## src/rtl/xcvr_init_pkg.sv

```systemverilog
package xcvr_init_pkg;
  typedef enum logic [1:0] {
    ST_START   = 2'd0,
    ST_TX_WAIT = 2'd1,
    ST_RX_WAIT = 2'd2,
    ST_RX_MON  = 2'd3
  } init_state_e;
endpackage

```

## src/rtl/xcvr_init_sync.sv

```systemverilog
module xcvr_init_sync #(
  parameter int unsigned WIDTH  = 3,
  parameter int unsigned STAGES = 2
) (
  input  logic             clk_i,
  input  logic             rst_ni,
  input  logic [WIDTH-1:0] d_i,
  output logic [WIDTH-1:0] q_o
);
  for (genvar b = 0; b < WIDTH; b++) begin : g_bit
    logic [STAGES-1:0] chain_q;
    always_ff @(posedge clk_i or negedge rst_ni) begin
      if (!rst_ni) chain_q <= '0;
      else         chain_q <= {chain_q[STAGES-2:0], d_i[b]};
    end
    assign q_o[b] = chain_q[STAGES-1];
  end
endmodule

```

## src/rtl/xcvr_init_timer.sv

```systemverilog
module xcvr_init_timer #(
  parameter int unsigned TIMEOUT_CYC = 1000,
  localparam int unsigned TW = $clog2(TIMEOUT_CYC + 1)
) (
  input  logic clk_i,
  input  logic rst_ni,
  input  logic clr_i,
  input  logic inc_i,
  output logic expired_o
);
  logic [TW-1:0] cnt_q;

  assign expired_o = (cnt_q == TW'(TIMEOUT_CYC));

  always_ff @(posedge clk_i or negedge rst_ni) begin
    if (!rst_ni)                  cnt_q <= '0;
    else if (clr_i)               cnt_q <= '0;
    else if (inc_i && !expired_o) cnt_q <= cnt_q + TW'(1);
  end

  assert_timer_bound_R3: assert property (@(posedge clk_i) disable iff (!rst_ni)
    cnt_q <= TW'(TIMEOUT_CYC));
  assert_timer_clear_R4: assert property (@(posedge clk_i) disable iff (!rst_ni)
    clr_i |=> (cnt_q == '0));
endmodule

```

## src/rtl/xcvr_init_retry.sv

```systemverilog
module xcvr_init_retry #(
  parameter int unsigned RETRY_MAX = 255,
  localparam int unsigned CNT_W = $clog2(RETRY_MAX + 1)
) (
  input  logic             clk_i,
  input  logic             rst_ni,
  input  logic             inc_i,
  output logic [CNT_W-1:0] cnt_o
);
  logic [CNT_W-1:0] cnt_q;
  logic             sat;

  assign sat   = (cnt_q == CNT_W'(RETRY_MAX));
  assign cnt_o = cnt_q;

  // only configuration reset clears the count
  always_ff @(posedge clk_i or negedge rst_ni) begin
    if (!rst_ni)            cnt_q <= '0;
    else if (inc_i && !sat) cnt_q <= cnt_q + CNT_W'(1);
  end

  assert_no_overflow_R7: assert property (@(posedge clk_i) disable iff (!rst_ni)
    cnt_q <= CNT_W'(RETRY_MAX));
  assert_count_step_R6: assert property (@(posedge clk_i) disable iff (!rst_ni)
    inc_i |=> (cnt_q == $past(cnt_q) + CNT_W'(1)) || (cnt_q == CNT_W'(RETRY_MAX)));
  assert_count_hold_R8: assert property (@(posedge clk_i) disable iff (!rst_ni)
    !inc_i |=> $stable(cnt_q));
endmodule

```

## src/rtl/xcvr_init_fsm.sv

```systemverilog
module xcvr_init_fsm
  import xcvr_init_pkg::*;
(
  input  logic clk_i,
  input  logic rst_ni,
  input  logic user_rst_i,
  input  logic tx_done_i,
  input  logic rx_done_i,
  input  logic rx_good_i,
  input  logic expired_i,
  output logic timer_clr_o,
  output logic timer_inc_o,
  output logic retry_inc_o,
  output logic rst_all_o,
  output logic rx_rst_o,
  output logic init_done_o
);
  init_state_e state_q, state_d;
  logic armed_q, armed_d;
  logic done_q, done_d;
  logic rst_all_q, rst_all_d;
  logic rx_rst_q, rx_rst_d;
  logic rx_ok;

  assign rx_ok = rx_done_i && rx_good_i;

  always_comb begin
    state_d     = state_q;
    armed_d     = armed_q;
    done_d      = done_q;
    rst_all_d   = 1'b0;
    rx_rst_d    = 1'b0;
    timer_clr_o = 1'b0;
    timer_inc_o = 1'b0;
    retry_inc_o = 1'b0;
    if (user_rst_i) begin
      state_d     = ST_START;
      armed_d     = 1'b1;
      done_d      = 1'b0;
      timer_clr_o = 1'b1;
    end else begin
      unique case (state_q)
        ST_START: begin
          if (armed_q) begin
            state_d     = ST_TX_WAIT;
            timer_clr_o = 1'b1;
          end
        end
        ST_TX_WAIT: begin
          if (tx_done_i) begin
            state_d     = ST_RX_WAIT;
            timer_clr_o = 1'b1;
          end else if (expired_i) begin
            timer_clr_o = 1'b1;
            rst_all_d   = 1'b1;
            retry_inc_o = 1'b1;
          end else begin
            timer_inc_o = 1'b1;
          end
        end
        ST_RX_WAIT: begin
          if (!expired_i) begin
            timer_inc_o = 1'b1;
          end else if (rx_ok) begin
            state_d     = ST_RX_MON;
            done_d      = 1'b1;
            timer_clr_o = 1'b1;
          end else begin
            timer_clr_o = 1'b1;
            rx_rst_d    = 1'b1;
            retry_inc_o = 1'b1;
          end
        end
        ST_RX_MON: begin
          if (!rx_ok) begin
            state_d     = ST_RX_WAIT;
            done_d      = 1'b0;
            timer_clr_o = 1'b1;
            rx_rst_d    = 1'b1;
            retry_inc_o = 1'b1;
          end
        end
        default: state_d = ST_START;
      endcase
    end
  end

  always_ff @(posedge clk_i or negedge rst_ni) begin
    if (!rst_ni) begin
      state_q   <= ST_START;
      armed_q   <= 1'b0;
      done_q    <= 1'b0;
      rst_all_q <= 1'b0;
      rx_rst_q  <= 1'b0;
    end else begin
      state_q   <= state_d;
      armed_q   <= armed_d;
      done_q    <= done_d;
      rst_all_q <= rst_all_d;
      rx_rst_q  <= rx_rst_d;
    end
  end

  assign rst_all_o   = rst_all_q;
  assign rx_rst_o    = rx_rst_q;
  assign init_done_o = done_q;

  assert_single_rst_all_R6: assert property (@(posedge clk_i) disable iff (!rst_ni)
    rst_all_q |=> !rst_all_q);
  assert_single_rx_rst_R6: assert property (@(posedge clk_i) disable iff (!rst_ni)
    rx_rst_q |=> !rx_rst_q);
  assert_idle_quiet_R2: assert property (@(posedge clk_i) disable iff (!rst_ni)
    (!armed_q && !user_rst_i) |=> (!rst_all_q && !rx_rst_q && !done_q));
  assert_done_source_R4: assert property (@(posedge clk_i) disable iff (!rst_ni)
    $rose(done_q) |-> ($past(state_q) == ST_RX_WAIT));
  assert_rx_rst_source_R5: assert property (@(posedge clk_i) disable iff (!rst_ni)
    rx_rst_q |-> ($past(state_q) == ST_RX_WAIT || $past(state_q) == ST_RX_MON));
  assert_user_clears_R9: assert property (@(posedge clk_i) disable iff (!rst_ni)
    user_rst_i |=> (!done_q && state_q == ST_START));
  assert_tx_rst_only_R3: assert property (@(posedge clk_i) disable iff (!rst_ni)
    rst_all_q |-> ($past(state_q) == ST_TX_WAIT));
endmodule

```

## src/rtl/xcvr_init_ctrl.sv

```systemverilog
module xcvr_init_ctrl #(
  parameter int unsigned TIMEOUT_CYC = 1000,
  parameter int unsigned RETRY_MAX   = 255,
  parameter bit          SHARED_PLL  = 1'b0,
  localparam int unsigned CNT_W = $clog2(RETRY_MAX + 1)
) (
  input  logic             clk_i,
  input  logic             rst_ni,
  input  logic             user_rst_all_i,
  input  logic             tx_done_i,
  input  logic             rx_done_i,
  input  logic             rx_data_good_i,
  output logic             rst_all_o,
  output logic             rx_pll_rst_o,
  output logic             rx_dp_rst_o,
  output logic             init_done_o,
  output logic [CNT_W-1:0] retry_cnt_o
);
  logic [2:0] sync_q;
  logic timer_clr, timer_inc, expired, retry_inc, rx_rst;

  xcvr_init_sync #(.WIDTH(3), .STAGES(2)) u_sync (
    .clk_i (clk_i),
    .rst_ni(rst_ni),
    .d_i   ({rx_data_good_i, rx_done_i, tx_done_i}),
    .q_o   (sync_q)
  );

  xcvr_init_timer #(.TIMEOUT_CYC(TIMEOUT_CYC)) u_timer (
    .clk_i    (clk_i),
    .rst_ni   (rst_ni),
    .clr_i    (timer_clr),
    .inc_i    (timer_inc),
    .expired_o(expired)
  );

  xcvr_init_retry #(.RETRY_MAX(RETRY_MAX)) u_retry (
    .clk_i (clk_i),
    .rst_ni(rst_ni),
    .inc_i (retry_inc),
    .cnt_o (retry_cnt_o)
  );

  xcvr_init_fsm u_fsm (
    .clk_i      (clk_i),
    .rst_ni     (rst_ni),
    .user_rst_i (user_rst_all_i),
    .tx_done_i  (sync_q[0]),
    .rx_done_i  (sync_q[1]),
    .rx_good_i  (sync_q[2]),
    .expired_i  (expired),
    .timer_clr_o(timer_clr),
    .timer_inc_o(timer_inc),
    .retry_inc_o(retry_inc),
    .rst_all_o  (rst_all_o),
    .rx_rst_o   (rx_rst),
    .init_done_o(init_done_o)
  );

  assign rx_dp_rst_o = rx_rst;
  if (SHARED_PLL) begin : g_shared_pll
    assign rx_pll_rst_o = 1'b0;
  end else begin : g_split_pll
    assign rx_pll_rst_o = rx_rst;
  end
endmodule

```

## config.mk

```make
export PLATFORM = sky130hd
export DESIGN_NAME = xcvr_init_ctrl
export DESIGN_NICKNAME = d
export VERILOG_FILES = /design/src/rtl/xcvr_init_pkg.sv /design/src/rtl/xcvr_init_sync.sv /design/src/rtl/xcvr_init_timer.sv /design/src/rtl/xcvr_init_retry.sv /design/src/rtl/xcvr_init_fsm.sv /design/src/rtl/xcvr_init_ctrl.sv
export SDC_FILE = /design/constraint.sdc
export NUM_CORES = 1
export LEC_CHECK = 0
export ABC_AREA = 1
export CAP_MARGIN = 10
export CORE_MARGIN = 3
export CORE_UTILIZATION = 50
export DETAILED_ROUTE_END_ITERATION = 8
export PLACE_DENSITY = 0.75
export SYNTH_ARGS = -nofsm -noshare
export SYNTH_HDL_FRONTEND = slang
export SYNTH_SLANG_ARGS = --single-unit
```

## constraint.sdc

```tcl
create_clock -name clk_i -period 1.7 [get_ports clk_i]
set_input_delay 0.34 -clock clk_i [delete_from_list [all_inputs] [get_ports clk_i]]
set_output_delay 0.34 -clock clk_i [all_outputs]
set_load 0.03 [all_outputs]
```

; After elaboration in Yosys (flattened, before gate mapping)
; Index checks and enable logic that the tools add are counted.
[word_totals]
out_inout_bits = 12
regBits = 30
[classes]
add_sub_neg = 2
n_mux = 32
reduce_logical = 10
n_eq_ne = 10
[op_table]
columns = op, n
row1 = 2-to-1 mux 10 bit, 2
row2 = 2-to-1 mux 1 bit, 18
row3 = 2-to-1 mux 2 bit, 6
row4 = "adder 10 x 1 -> 10 bit, second input constant", 1
row5 = "equality test 10 bit, second input constant", 1
row6 = "inequality test 3 x 2 -> 1 bit, second input constant", 3
row7 = "adder 8 x 1 -> 8 bit, second input constant", 1
row8 = "equality test 8 bit, second input constant", 1
row9 = case mux 2 bit (4 select lines), 1
row10 = "inequality test 3 bit, second input constant", 2
row11 = case mux 1 bit (2 select lines), 3
row12 = AND reduction 5 bit, 1
row13 = "equality test 2 bit, second input constant", 2
row14 = case mux 1 bit (4 select lines), 1
row15 = AND reduction 4 bit, 1
row16 = logical AND 1 bit, 3
row17 = case mux 1 bit (3 select lines), 1
row18 = nonzero test 3 bit, 1
row19 = "equality test 2 x 1 -> 1 bit, second input constant", 1
row20 = logical NOT 1 bit, 2
row21 = logical NOT 2 bit, 1
row22 = nonzero test 2 bit, 1

; Logic depth before layout (Yosys ltp)
[depth]
word_depth = 8
ltp_mapped = 12
depth_no_buf = 12

; Cells and area by module
; From an unflattened synthesis, not the netlist that was laid out.
[hier_totals]
hier_cells = 236
area_unflattened_um2 = 1793.0
[by_module_without_submodules]
columns = module, n_inst, area_per_inst_um2, cells_per_inst, seq_area_each_um2
row1 = xcvr_init_timer, 1, 656.9, 93, 250.2
row2 = xcvr_init_fsm, 1, 488.0, 69, 150.1
row3 = xcvr_init_retry, 1, 467.9, 64, 200.2
row4 = xcvr_init_sync, 1, 172.7, 9, 150.1
row5 = xcvr_init_ctrl, 1, 7.5, 1, 0.0

; Worst setup path after synthesis
; Ideal clock, no wire load.
[synth_timing]
path_type = reg-to-reg
startpoint = register u_retry.cnt_q[0] (netlist: u_retry.cnt_o[0])
endpoint = register u_retry.cnt_q[6] (netlist: u_retry.cnt_o[6])
synth_period_minus_slack_ns = 1.637
n_path_buf = 0
slack_ns = 0.063
t_required_ns = 1.581
stages_incl_launch_ff = 8
t_arrival_ns = 1.519
path_cell_list = dfrtp_1 > ha_1 > nand3_1 > nor2_1 > a31oi_2 > nand2_4 > nand2_1 > nand2_1
[synth_via]
elab_chain_len = 3
elab_cells_between_ends = 4
cone_classes = 1 x add/sub / 1 x eq/ne / 2 x reduce/logical
[synth_lines]
columns = item, line
row1 = "start, declared", xcvr_init_retry.sv:10  ; logic [CNT_W-1:0] cnt_q;
row2 = "start signal, assigned", xcvr_init_retry.sv:19  ; else if (inc_i && !sat) cnt_q <= cnt_q + CNT_W'(1);
row3 = "parallel branches: the longest is 3 deep, another holds adder 8 x 1 -> 8 bit", --
; Parallel ways; which one is timed is not known.
; A chain may end at the register's enable or synchronous reset.

; Worst setup path in the final report
[layout_timing]
startpoint = register u_timer.cnt_q[0]
endpoint = register u_retry.cnt_q[4] (netlist: u_retry.cnt_o[4])
[layout_via]
elab_chain_len = 6
elab_cells_between_ends = 7
cone_classes = 1 x eq/ne / 5 x mux / 1 x reduce/logical
[layout_lines]
columns = item, line
row1 = "start, declared", xcvr_init_timer.sv:11  ; logic [TW-1:0] cnt_q;
row2 = "start signal, assigned", xcvr_init_timer.sv:18  ; else if (inc_i && !expired_o) cnt_q <= cnt_q + TW'(1);
row3 = equality test 10 bit *, xcvr_init_timer.sv:13  ; assign expired_o = (cnt_q == TW'(TIMEOUT_CYC));
row4 = 2-to-1 mux 1 bit, --
row5 = 2-to-1 mux 1 bit, xcvr_init_fsm.sv:50  ; if (tx_done_i) begin
row6 = case mux 1 bit (3 select lines) *, xcvr_init_fsm.sv:42  ; unique case (state_q)
row7 = 2-to-1 mux 1 bit *, xcvr_init_fsm.sv:36  ; if (user_rst_i) begin
row8 = logical AND 1 bit *, xcvr_init_retry.sv:19
; Mark *: on every way between the ends. The rest lies on a longest branch, timed or not.

==> flow_summary.yaml <==
sta:
  min_period_ns: 1.67
  hold_viol: 0
  slew_viol_final: 0
  period_share: 0.982
  worst_slew_pin_slew_ns: 0.379
  fin_skew_ns: 0.00957
  setup_viol: 0
  max_slew_margin: 0.747
  fmax_mhz: 599
global_routing:
  grt.overflow.total: 0
  antenna_found_initial: 0
  grt_max_degree: 31
  grt_pass1_wl_um: 6140
  grtUsageTotal: 0.192
  grt_pass1_vias: 1381
power:
  power_frac_comb: 0.408
  vdd_drop_max_mv: 0.579
  p_sw_mw: 1.02
  pwr-share-seq: 0.309
  p_per_area_nw_per_um2: 1210
  leakagePower_nw: 1.19
  clock_power_share: 0.283
  p_int_mw: 1.69
  switching_share: 0.375
floorplanning:
  die_area_um2: 4150
  die_x_um: 64.4
  start_util: 0.542
  core_area_um2: 3150
  io_pins: 18
  num_rows: 20
  die-height_um: 64.4
clocking:
  cts.sinks: 30
  h-tree-depth: 2
  worst_skew_pair.late_latency_ns: 0.34
  clkTransAtPathRegs_ns: 0.10
  clockBufferDepth: 2
  cts-root-buf: "clkbuf_4"
  cts_made_buffers: 5
  cts_tree: "done"
outcome:
  status: "completed"
min_path:
  hold_path_depth: 0
  worstHoldPathType: "reg2reg"
setup_path:
  reg2regPathDepth: 11
  cp-end-kind: "register"
  worstPathArrival_ns: 1.91
  crit_type: "reg2reg"
  required_ns: 1.94
  start_kind: "register"
  critPathMaxFanout: 8
synthesis:
  ys_warn_count: 0
  synth_top_cell_by_area: "dfrtp_1"
  synth_edf_count: 0
  synth-seq-cells: 30
  synth_commonest_cells: "nand2_1 (63), dfrtp_1 (30), inv_1 (26)"
  async_flop_share: 1.00
  synth.avg_cell_area_um2: 8.02
  netlist.area_leader.share: 0.440
  syn_inst: 213
  syn-cell-area_um2: 1710
  yosysSeqAreaShare: 0.440
  synthFlopType: "dfrtp_1"
  yosysMostFrequentCell: "nand2_1"
  synth.distinct_cells: 28
  synth_area_leaders: "dfrtp_1 (44%), nand2_1 (14%), nand3_1 (6.2%), ha_1 (5.9%), inv_1 (5.7%)"
  syn_nets: 227
finish:
  area_growth_pct: 30.8
  antenna_cells: 0
  layout-drive-gt1-share: 0.206
  fillerInstances: 261
  finish.utilization: 0.709
  stdcell_area_um2: 2230
  nets: 265
routing:
  drc_errors: 0
  dr.pass1.iters: 4
  final_antenna_net_count: 0
  drtIter0Drc: 114
  wl_per_cell_um: 13.1
  vias: 1538
  vias_per_cell: 5.20
  wirelength_um: 3880
place:
  dpl_cell_area_um2: 2000
  gp_congestion: 0.805
  dpl.hpwl_um: 2530
  numPortBuffers: 17
job:
  max_cap_violations: 0
-- cells by family (layout without fill, tap and decap cells) --
kind of cell	count (synthesis)	after routing	synth area share
adders and majority gates	8	8	0.0586
AOI/OAI and AO/OA	11	11	0.0381
DFF	30	30	0.440
buffers and inverters	33	71	0.0791
and+or+nand+nor	124	125	0.349
xor gates and xnor gates	7	7	0.0359
-- state kept, by name (all words and copies together), names as in the netlist --
signal / count
u_fsm.init_done_o: 1
u_fsm.rx_rst_o: 1
u_fsm.rst_all_o: 1
u_timer.cnt_q: 10
u_fsm.armed_q: 1
u_retry.cnt_o: 8
u_sync.g_bit.chain_q: 6
u_fsm.state_q: 2
-- per-layer routing --
layer / track usage / part of all wire
met1: 0.254 / 0.46
met5: 0 / 0
met4: 0.0950 / 0.019
met3: 0.0468 / 0.043
met2: 0.294 / 0.48
-- per-stage QoR --
step | TNS (ns) | worst slack, ns | power [mW] | hold WS, ns | cells
after detailed placement | 0 | 0.0214 | 1.81 | 0.337 | 281
final | 0 | 0.0300 | 2.71 | 0.358 | 296
after global routing | -0.290 | -0.0645 | 2.87 | 0.379 | 296
after floorplan | 0 | 0.0628 | 1.46 | 0.0444 | 213
after global placement | 0 | 0.0577 | 1.79 | 0.333 | 281
after CTS | 0 | 0.0375 | 2.56 | 0.362 | 289
-- repair_timing --
action / in CTS / in global routing
setup buffers: 0 / 5
pin swaps: 0 / 4
hold buffers: 0 / 0
resized for setup: 12 / 20
cloned: 0 / 2
endpoints found under the setup margin: 12 / 20
-- power by group through the flow --
stage	registers (mW)	clock network [mW]	logic (mW)
floorplan	0.897	0	0.568
global placement	0.848	0	0.940
detailed placement	0.851	0	0.963
CTS	0.835	0.782	0.944
global route	0.849	0.808	1.21
finish	0.837	0.768	1.10
-- cell usage in the layout, fill, tap and decap left out --
cell type	n
clkinv_1	1
nand3_4	4
nand2_1	58
ha_2	3
inv_1	25
nor2_4	1
a31oi_4	1
a21boi_2	1
inv_2	3
clkdlybuf4s50_1	5
nand3_2	3
buf_4	14
a21oi_1	3
nand4_1	10
ha_1	5
or2_2	1
dfrtp_1	30
clkbuf_8	1
nand2_4	2
nor3_1	3
buf_12	1
xor2_1	6
buf_2	1
o21ai_2	1
nand2_2	5
buf_6	1
nand3b_1	2
nor2_1	13
dlygate4sd2_1	12
xnor2_1	1
o21ai_1	4
bufinv_16	2
nand3_1	21
nand2_8	1
clkbuf_4	5
o21ai_0	1
nor2_2	1
-- area by class of cell --
| type | count | area, um^2 | area share |
|---|---|---|---|
| Clock inverter | 2 | 60.1 | 0.0269 |
| Timing Repair Buffer | 34 | 297 | 0.133 |
| Sequential cell | 30 | 751 | 0.336 |
| Clock buffer | 6 | 51.3 | 0.0230 |
| Tap cell | 44 | 55.1 | 0.0246 |
| Inverter | 29 | 109 | 0.0487 |
| Multi-Input combinational cell | 151 | 912 | 0.408 |
-- worst max-delay path, cell delays in order (launching register included) --
cell	delay [ns]
dfrtp_1	0.41
inv_2	0.07
ha_2	0.18
nand2_2	0.06
nor2_4	0.11
nand3_4	0.11
inv_2	0.12
nand3_4	0.11
nand3_4	0.14
nand2_4	0.10
nand2_1	0.09
nand2_1	0.07
-- final timing paths --
path	from	endpoint	slack (ns)
worst max register to register	u_timer.cnt_q[0]	u_retry.cnt_o[4]	0.03
worst max-delay path	u_timer.cnt_q[0]	u_retry.cnt_o[4]	0.03
min in group asynchronous	rst_ni	u_fsm.rx_rst_o	0.37
max in group asynchronous	rst_ni	u_timer.cnt_q[4]	1.04
worst min-delay path	u_sync.g_bit[1].chain_q[0]	u_sync.g_bit[1].chain_q[1]	0.36
worst min register to register	u_sync.g_bit[1].chain_q[0]	u_sync.g_bit[1].chain_q[1]	0.36
No activity file was read; power rests on OpenSTA's default activity.
